### config.mk
export PLATFORM = sky130hd
export DESIGN_NAME = bignum_mac_engine
export DESIGN_NICKNAME = d
export VERILOG_FILES = /design/src/rtl/bnmac_pkg.sv /design/src/rtl/bnmac_step.sv /design/src/rtl/bnmac_datapath.sv /design/src/rtl/bnmac_seq.sv /design/src/rtl/bignum_mac_engine.sv
export SDC_FILE = /design/constraint.sdc
export NUM_CORES = 1
export LEC_CHECK = 0
export ABC_CLOCK_PERIOD_IN_PS = 10330
export BUFFER_PORTS_ARGS = -buffer_cell sky130_fd_sc_hd__clkbuf_2
export CAP_MARGIN = 20
export CORE_UTILIZATION = 35
export DETAILED_ROUTE_END_ITERATION = 7
export PLACE_DENSITY = 0.62
export SLEW_MARGIN = 20
export SYNTH_ARGS = -nofsm -noshare
export SYNTH_HDL_FRONTEND = slang
export SYNTH_SLANG_ARGS = --single-unit
### constraint.sdc
create_clock -name clk -period 10.33 [get_ports clk]
set_clock_uncertainty 0.05 [all_clocks]
set_input_delay 1.5495 -clock clk [delete_from_list [all_inputs] [get_ports clk]]
set_output_delay 1.5495 -clock clk [all_outputs]
set_load 0.01 [all_outputs]
### src/rtl/bnmac_pkg.sv
package bnmac_pkg;
  typedef enum logic [1:0] {
    OP_SCALE = 2'd0,
    OP_ADD   = 2'd1,
    OP_SUB   = 2'd2,
    OP_BAD   = 2'd3
  } op_e;

  typedef enum logic [2:0] {
    ST_IDLE,
    ST_RSRC,
    ST_RDST,
    ST_WRT,
    ST_WTOP,
    ST_FIN
  } st_e;
endpackage

### src/rtl/bnmac_step.sv
module bnmac_step
  import bnmac_pkg::*;
#(
  parameter int WORD_W = 16
) (
  input  op_e               op,
  input  logic [WORD_W-1:0] src,
  input  logic [WORD_W-1:0] k,
  input  logic [WORD_W-1:0] dst,
  input  logic [WORD_W:0]   cin,
  output logic [WORD_W-1:0] res,
  output logic [WORD_W:0]   cout
);
  localparam int PW = 2 * WORD_W + 1;

  logic [2*WORD_W-1:0] prod;
  logic [PW-1:0]       term;
  logic [PW-1:0]       acc;
  logic [WORD_W:0]     diff;

  assign prod = (2*WORD_W)'(src) * (2*WORD_W)'(k);
  assign term = {1'b0, prod} + PW'(cin);
  assign acc  = term + PW'(dst);
  assign diff = {1'b0, dst} - {1'b0, term[WORD_W-1:0]};

  always_comb begin
    case (op)
      OP_ADD: begin
        res  = acc[WORD_W-1:0];
        cout = acc[PW-1:WORD_W];
      end
      OP_SUB: begin
        res  = diff[WORD_W-1:0];
        cout = term[PW-1:WORD_W] + (WORD_W+1)'(diff[WORD_W]);
      end
      default: begin
        res  = term[WORD_W-1:0];
        cout = term[PW-1:WORD_W];
      end
    endcase
  end
endmodule

### src/rtl/bnmac_datapath.sv
module bnmac_datapath
  import bnmac_pkg::*;
#(
  parameter int WORD_W = 16
) (
  input  logic              clk,
  input  logic              rst_n,
  input  op_e               op,
  input  logic              load,
  input  logic [WORD_W-1:0] k_in,
  input  logic              capture,
  input  logic              step,
  input  logic [WORD_W-1:0] rdata,
  output logic [WORD_W-1:0] wdata,
  output logic [WORD_W-1:0] carry_lo
);
  logic [WORD_W-1:0] k_q;
  logic [WORD_W-1:0] src_q;
  logic [WORD_W:0]   carry_q;
  logic [WORD_W-1:0] src_word;
  logic [WORD_W:0]   cout;

  // scale mode has no destination read, so the source word arrives in the write cycle
  assign src_word = (op == OP_SCALE) ? rdata : src_q;

  bnmac_step #(.WORD_W(WORD_W)) u_step (
    .op   (op),
    .src  (src_word),
    .k    (k_q),
    .dst  (rdata),
    .cin  (carry_q),
    .res  (wdata),
    .cout (cout)
  );

  always_ff @(posedge clk) begin
    if (!rst_n) begin
      k_q     <= '0;
      src_q   <= '0;
      carry_q <= '0;
    end else begin
      if (load) begin
        k_q     <= k_in;
        carry_q <= '0;
      end else if (step) begin
        carry_q <= cout;
      end
      if (capture) src_q <= rdata;
    end
  end

  assign carry_lo = carry_q[WORD_W-1:0];


  carry_fits_chk: assert property (@(posedge clk) disable iff (!rst_n)
    step |-> !cout[WORD_W]);
endmodule

### src/rtl/bnmac_seq.sv
module bnmac_seq
  import bnmac_pkg::*;
#(
  parameter int WORD_W = 16,
  parameter int ADDR_W = 16,
  parameter int CNT_W  = 16
) (
  input  logic              clk,
  input  logic              rst_n,
  input  logic              cmd_valid,
  input  logic [1:0]        cmd_mode,
  input  logic [ADDR_W-1:0] cmd_src,
  input  logic [ADDR_W-1:0] cmd_dst,
  input  logic [CNT_W:0]    cmd_len,
  input  logic [WORD_W-1:0] step_wdata,
  input  logic [WORD_W-1:0] carry_lo,
  output logic              cmd_ready,
  output logic              busy,
  output logic              done,
  output logic              err,
  output op_e               op,
  output logic              load,
  output logic              capture,
  output logic              step,
  output logic              mem_en,
  output logic              mem_we,
  output logic [ADDR_W-1:0] mem_addr,
  output logic [WORD_W-1:0] mem_wdata
);
  localparam int LEN_W = CNT_W + 1;

  st_e               st;
  op_e               op_q;
  logic [ADDR_W-1:0] src_p;
  logic [ADDR_W-1:0] dst_p;
  logic [CNT_W-1:0]  cnt_q;
  logic              err_q;
  logic              accept;
  logic              reject;
  logic [LEN_W-1:0]  len_m1;

  assign accept = cmd_valid && (st == ST_IDLE);
  assign reject = (cmd_len == '0) || (cmd_mode == 2'b11);
  assign len_m1 = cmd_len - LEN_W'(1);

  always_ff @(posedge clk) begin
    if (!rst_n) begin
      st    <= ST_IDLE;
      op_q  <= OP_SCALE;
      src_p <= '0;
      dst_p <= '0;
      cnt_q <= '0;
      err_q <= 1'b0;
    end else begin
      case (st)
        ST_IDLE: if (accept) begin
          op_q  <= op_e'(cmd_mode);
          src_p <= cmd_src;
          dst_p <= cmd_dst;
          cnt_q <= len_m1[CNT_W-1:0];
          err_q <= reject;
          st    <= reject ? ST_FIN : ST_RSRC;
        end
        ST_RSRC: st <= (op_q == OP_SCALE) ? ST_WRT : ST_RDST;
        ST_RDST: st <= ST_WRT;
        ST_WRT: begin
          src_p <= src_p + ADDR_W'(1);
          dst_p <= dst_p + ADDR_W'(1);
          if (cnt_q == '0) begin
            st <= (op_q == OP_SCALE) ? ST_WTOP : ST_FIN;
          end else begin
            cnt_q <= cnt_q - CNT_W'(1);
            st    <= ST_RSRC;
          end
        end
        ST_WTOP: st <= ST_FIN;
        default: st <= ST_IDLE;
      endcase
    end
  end

  assign op        = op_q;
  assign load      = accept;
  assign capture   = (st == ST_RDST);
  assign step      = (st == ST_WRT);
  assign cmd_ready = (st == ST_IDLE);
  assign busy      = (st != ST_IDLE);
  assign done      = (st == ST_FIN);
  assign err       = done && err_q;

  assign mem_en    = (st == ST_RSRC) || (st == ST_RDST) || (st == ST_WRT) || (st == ST_WTOP);
  assign mem_we    = (st == ST_WRT) || (st == ST_WTOP);
  assign mem_addr  = (st == ST_RSRC) ? src_p : dst_p;
  assign mem_wdata = (st == ST_WTOP) ? carry_lo : step_wdata;


  accept_busy_chk: assert property (@(posedge clk) disable iff (!rst_n)
    (cmd_valid && cmd_ready) |=> (busy && !cmd_ready));


  done_pulse_chk: assert property (@(posedge clk) disable iff (!rst_n)
    done |=> !done);


  fin_after_write_chk: assert property (@(posedge clk) disable iff (!rst_n)
    (done && !err) |-> $past(mem_we));


  err_quiet_chk: assert property (@(posedge clk) disable iff (!rst_n)
    (done && err) |-> $past(!mem_en));
endmodule

### src/rtl/bignum_mac_engine.sv
module bignum_mac_engine
  import bnmac_pkg::*;
#(
  parameter int WORD_W = 16,
  parameter int ADDR_W = 16,
  parameter int CNT_W  = 16
) (
  input  logic              clk,
  input  logic              rst_n,
  input  logic              cmd_valid,
  output logic              cmd_ready,
  input  logic [1:0]        cmd_mode,
  input  logic [ADDR_W-1:0] cmd_src,
  input  logic [ADDR_W-1:0] cmd_dst,
  input  logic [CNT_W:0]    cmd_len,
  input  logic [WORD_W-1:0] cmd_k,
  output logic              busy,
  output logic              done,
  output logic              err,
  output logic [WORD_W-1:0] result,
  output logic              mem_en,
  output logic              mem_we,
  output logic [ADDR_W-1:0] mem_addr,
  output logic [WORD_W-1:0] mem_wdata,
  input  logic [WORD_W-1:0] mem_rdata
);
  op_e               op;
  logic              load;
  logic              capture;
  logic              step;
  logic [WORD_W-1:0] step_wdata;
  logic [WORD_W-1:0] carry_lo;

  bnmac_seq #(.WORD_W(WORD_W), .ADDR_W(ADDR_W), .CNT_W(CNT_W)) u_seq (
    .clk        (clk),
    .rst_n      (rst_n),
    .cmd_valid  (cmd_valid),
    .cmd_mode   (cmd_mode),
    .cmd_src    (cmd_src),
    .cmd_dst    (cmd_dst),
    .cmd_len    (cmd_len),
    .step_wdata (step_wdata),
    .carry_lo   (carry_lo),
    .cmd_ready  (cmd_ready),
    .busy       (busy),
    .done       (done),
    .err        (err),
    .op         (op),
    .load       (load),
    .capture    (capture),
    .step       (step),
    .mem_en     (mem_en),
    .mem_we     (mem_we),
    .mem_addr   (mem_addr),
    .mem_wdata  (mem_wdata)
  );

  bnmac_datapath #(.WORD_W(WORD_W)) u_dp (
    .clk      (clk),
    .rst_n    (rst_n),
    .op       (op),
    .load     (load),
    .k_in     (cmd_k),
    .capture  (capture),
    .step     (step),
    .rdata    (mem_rdata),
    .wdata    (step_wdata),
    .carry_lo (carry_lo)
  );

  assign result = carry_lo;
endmodule

Word level (Yosys, flattened, before mapping)
Cells that the tools add are included.
{"block": "op_classes", "addsub": 8, "mul": 1, "n_div": 0, "magnitude_cmp": 0, "eq_ne": 10, "shifts": 0, "n_mux": 18, "bitwise": 1, "reduce_logical": 17}
{"op": "$pmux 16 s2", "count": 4}
{"op": "$mux 16", "count": 7}
{"op": "$pmux 17 s2", "count": 1}
{"op": "$add 32x17->33", "count": 1}
{"op": "$add 33x16->33", "count": 1}
{"op": "$add 16x1->16 const B", "count": 2}
{"op": "$mul 16x16->32", "count": 1}
{"op": "$sub 16x1->16 const B", "count": 2}
{"op": "$add 17x1->17", "count": 1}
{"op": "$logic_not 17->1", "count": 1}
{"op": "$sub 16x16->17", "count": 1}
{"op": "$logic_not 16->1", "count": 1}
{"op": "$pmux 3 s5", "count": 1}
{"op": "$mux 3", "count": 3}
{"op": "$eq 3x2->1 const B", "count": 2}
{"op": "$eq 3x3->1 const B", "count": 2}
{"op": "$logic_or 1x1->1", "count": 5}
{"op": "$eq 2x2->1 const B", "count": 2}
{"op": "$reduce_and 2->1", "count": 2}
{"op": "$eq 3x1->1 const B", "count": 1}
{"op": "$logic_not 3->1", "count": 1}
{"op": "$reduce_and 3->1", "count": 1}
{"op": "$reduce_bool 3->1", "count": 1}
{"op": "$eq 2x1->1 const B", "count": 1}
{"op": "8 further kinds", "count": 10}
{"block": "totals", "register_bits": 103, "latchBits": 0, "ramBits": 0, "rom_bits": 0, "inputBits": 86, "output_inout_bits": 54, "memories": 0}

Longest topological paths before layout
{"block": "logic_depth", "ltp_word": 7, "depth_mapped": 38}

By module
From an unflattened synthesis, not the netlist that was laid out.
{"block": "hier_totals", "cells_unflattened": 2203, "area_unflattened_um2": 18092.4}
{"module": "bnmac_step", "instances": 1, "cells_per_inst": 1503, "area_each_um2": 12092.8}
{"module": "bnmac_seq", "instances": 1, "cells_per_inst": 507, "area_each_um2": 3808.7}
{"module": "bnmac_datapath", "instances": 1, "cells_per_inst": 193, "area_each_um2": 2190.9}

Worst setup path after synthesis
OpenSTA, ideal clock, no wires.
{"block": "synth_timing", "kind": "input to output", "startpoint": "input mem_rdata[11]", "endpoint": "output mem_wdata[15]", "arrival_ns": 7.723, "required_ns": 8.731, "slack_ns": 1.007, "path_stages": 25, "path_buffers": 2, "path_cell_list": "mux2_2 > clkbuf_1 > nand2_1 > fa_1 > fa_1 > fa_1 > inv_1 > fa_1 > fa_1 > inv_1 > fa_1 > inv_1 > ha_1 > a21oi_1 > o21ai_0 > a21oi_1 > xor2_1 > inv_1 > ha_1 > clkbuf_1 > inv_1 > a21oi_1 > a2bb2oi_1 > o21ai_0 > o32a_1"}
{"block": "synth_via", "elab_chain_cells": 6, "elab_cells_between_ends": 7}
{"element": "start: declaration", "line_no": "bignum_mac_engine.sv:25", "text": "input logic [WORD_W-1:0] mem_rdata"}
{"element": "$mux 16", "line_no": "bnmac_datapath.sv:24", "text": "assign src_word = (op == OP_SCALE) ? rdata : src_q;"}
{"element": "$mul 16x16->32", "line_no": "bnmac_step.sv:21", "text": "assign prod = (2*WORD_W)'(src) * (2*WORD_W)'(k);"}
{"element": "$add 32x17->33", "line_no": "bnmac_step.sv:22", "text": "assign term = {1'b0, prod} + PW'(cin);"}
{"element": "$add 33x16->33 / $sub 16x16->17 (equally long branches)", "line_no": "bnmac_step.sv:23, bnmac_step.sv:24"}
{"element": "$pmux 16 s2 *", "line_no": "bnmac_step.sv:27", "text": "case (op)"}
{"element": "$mux 16 *", "line_no": "bnmac_seq.sv:94", "text": "assign mem_wdata = (st == ST_WTOP) ? carry_lo : step_wdata;"}
{"element": "end: declaration", "line_no": "bignum_mac_engine.sv:24", "text": "output logic [WORD_W-1:0] mem_wdata,"}
Every way passes the cells marked *; elsewhere a longest branch is shown, timed or not.

Worst setup path in the final report
{"block": "layout_timing", "startpoint": "input mem_rdata[7]", "endpoint": "output mem_wdata[15]"}
The elaborated chain is that of the path after synthesis.

==> flow_summary.json <==
{
  "status": "completed",
  "core_sq_um": 50400,
  "cap_violations": 0,
  "place_hpwl_mm": 43.7,
  "worstRegToRegCells": 31,
  "crit_path_end": "mem_wdata[15]",
  "cts-root-buf": "clkbuf_16",
  "io_buffers": 139,
  "worstPathRequired_ns": 8.73,
  "top_usage_layer": "met2",
  "cts-htree-levels": 3,
  "crit_path_start": "mem_rdata[7]",
  "fmax_mhz": 99.5,
  "gr-usage-met3": 0.0432,
  "drive_gt1_frac": 0.121,
  "synthTopCellsByArea": "fa_1, dfxtp_1, ha_1",
  "critPathSlowestCell": "fa_1",
  "grt_use_met1": 0.290,
  "yosysTopAreaCell": "fa_1",
  "grt_max_degree": 74,
  "antenna_found_initial": 0,
  "fin_crit_sh": 0.973,
  "fin_crit_ns": 10.05,
  "synthCells": 2273,
  "synth.top_cell.area_share": 0.239,
  "route.vias.total": 16200,
  "critical-path-max-stage-delay_ns": 0.51,
  "hold_viol_final": 0,
  "synth_fp_nets": 2723,
  "r2r-end": "u_dp.carry_q[7]",
  "start_util": 0.356,
  "syn_area_sq_um": 17900,
  "vias_per_cell": 5.42,
  "n_antenna_cell": 0,
  "rows": 82,
  "ys_types": 101,
  "r2r_slack_ns": 0.97,
  "setup_tns_ns": 0,
  "tightestPinTransition_ns": 1.02,
  "grt_pass1_vias": 16400,
  "cts_num_sinks": 103,
  "syn2layout_area_growth_pct": 8.19,
  "fin_nets": 2764,
  "drtIter0Drc": 1145,
  "drc_errors": 0,
  "yosys_warnings": 0,
  "timing.rr.start": "u_seq.op[0]",
  "synth_edf_count": 0,
  "end_kind": "output pin",
  "gp_congestion": 0.938,
  "first_pass_iters": 5,
  "vdd_ir_drop_max_uv": 163,
  "synthFlopType": "dfxtp_1",
  "clock_path_buffers": 2,
  "path_delay_family": "adder cells",
  "cts_tree": "built",
  "p_per_area_nw_per_um2": 203,
  "overflow": 0,
  "antenna_left": 0,
  "p_leak_nw": 9.04,
  "grt_use_total": 0.218,
  "slew_headroom": 0.322,
  "wl_mm": 55.9,
  "cp-start-kind": "primary input",
  "mostFrequentLayoutCells": "inv_1, nand2_1, fa_1",
  "slew_violations": 0,
  "clk_pin_slew_worst_paths_ns": 0.08,
  "grt_pass1_wl_mm": 90.3,
  "hp-class": "reg -> reg",
  "critPathArrivalTime_ns": 8.45,
  "cts_made_buffers": 9,
  "die_area_sq_um": 52200,
  "design.portCount": 140,
  "min_from": "u_dp.src_q[4]",
  "die_h_um": 228,
  "cpMostUsedCell": "fa_1",
  "final_core_utilization": 0.385,
  "final_common_cell": "inv_1",
  "synthArstFlopShare": 0,
  "grtUsageMet2": 0.355,
  "timing.critical_path.buf_inv": 6,
  "dp.cells": 2974,
  "rsz0062_at_grt": "false",
  "clock_latency_ns": 0.40,
  "wire_per_inst_um": 18.7,
  "seq_area_frac_synth": 0.115,
  "critical_path_depth": 27,
  "avgSynthCellArea_sq_um": 7.90,
  "final_cells": 2991,
  "die_x_um": 228,
  "criticalPathCategory": "in -> out",
  "synth_seq_cells": 103,
  "cp_max_fo": 16,
  "setup_viol": 0
}
==> where the power goes <==
group	internal, W	switching [W]
Sequential	0.000449	0.0000841
Combinational	0.00112	0.00192
Clock	0.000169	0.000200
Total	0.00174	0.00221
==> cell type report <==
type	instances	area, sq um
well taps	672	841
clock buffers	9	225
repair buffers	167	906
flip-flops and latches	103	2060
clock inverters	7	66.3
fillers	5176	31000
inverters	335	1260
multi-input cells	1698	14100
==> cell usage after synthesis, types with 5 or more instances <==
library cell  number
o21bai_1           9
and3_1            18
nor4_1            14
and2_1           118
nor2b_1            6
fa_1             214
a21o_1            20
o31ai_1            5
xnor2_1           21
nand3_1           35
a311oi_1          12
or2_2              8
a21oi_1          141
ha_1             150
clkbuf_1          92
nor3_1            54
mux2i_1           21
a211oi_1          33
o21ai_0           79
a31oi_1           19
dfxtp_1          103
nand2b_1          10
nand2_1          319
o221ai_1          12
mux2_2            32
o21ai_1            7
a221o_1            7
buf_4             22
inv_1            335
a221oi_1          11
a22oi_1            8
nor2_1           140
o21a_1            11
o211ai_1          21
buf_2              8
xor2_1            16
or3_1              9
buf_1             10
nand4_1           15
==> worst reg2reg max path, delay by kind of cell (launching register included) <==
family	cells	cell delay [ns]
AO/OA/AOI/OAI	8	1.96
AND/OR/NAND/NOR	4	1.12
adder cells (fa/ha/maj)	10	4.49
buffers and inverters	6	0.39
multiplexers	2	0.71
XOR/XNOR	1	0.16
flip-flops	1	0.33
==> kinds of logic after synthesis <==
logic type | synth area share
buffers and inverters | 0.106
XOR/XNOR | 0.0223
AND/OR/NAND/NOR | 0.206
AO/OA/AOI/OAI | 0.175
flip-flops | 0.115
adder cells (fa/ha/maj) | 0.343
multiplexers | 0.0333
==> worst min-delay path by stage <==
stage | to | depth (start not counted)
5_1_grt | u_dp.src_q[14] | 2
3_5_place_dp | u_dp.src_q[14] | 2
3_3_place_gp | u_dp.src_q[0] | 2
6_report | u_dp.src_q[4] | 2
4_1_cts | u_dp.src_q[4] | 2
2_1_floorplan | u_dp.src_q[0] | 2
==> layer usage <==
layer	up-vias	part of all wire	wire length (um)
met5	-	0	0
met4	0	0.026	1440
met3	82	0.076	4250
met2	610	0.46	25700
met1	7900	0.44	24500
li1	7609	-	-
==> state kept, by name (all words and copies together), names as in the netlist <==
signal	flops
u_seq.src_p	16
u_seq.op	2
u_seq.st	3
u_seq.cnt_q	16
u_dp.src_q	16
u_seq.dst_p	16
u_dp.carry_q	17
u_dp.k_q	16
u_seq.err_q	1
==> what timing repair did <==
| action | in CTS | in global routing |
|---|---|---|
| buffers inserted | 0 | 1 |
| resized for setup | 0 | 13 |
| hold buffers | 0 | 0 |
| endpoints found under the setup margin | 0 | 3 |
==> through the flow <==
step / instance area [sq um] / worst slack (ns) / hold slack [ns] / total power, W
after detailed placement: 19100 / 0.267 / 0.397 / 0.00346
after global routing: 19400 / 0.0146 / 0.428 / 0.00430
final: 19400 / 0.277 / 0.409 / 0.00395
after CTS: 19400 / 0.216 / 0.410 / 0.00387
after global placement: 19100 / 0.359 / 0.391 / 0.00344
after floorplan: 17900 / 1.01 / 0.384 / 0.00268
Note: power is estimated with default switching activity, not from simulation.
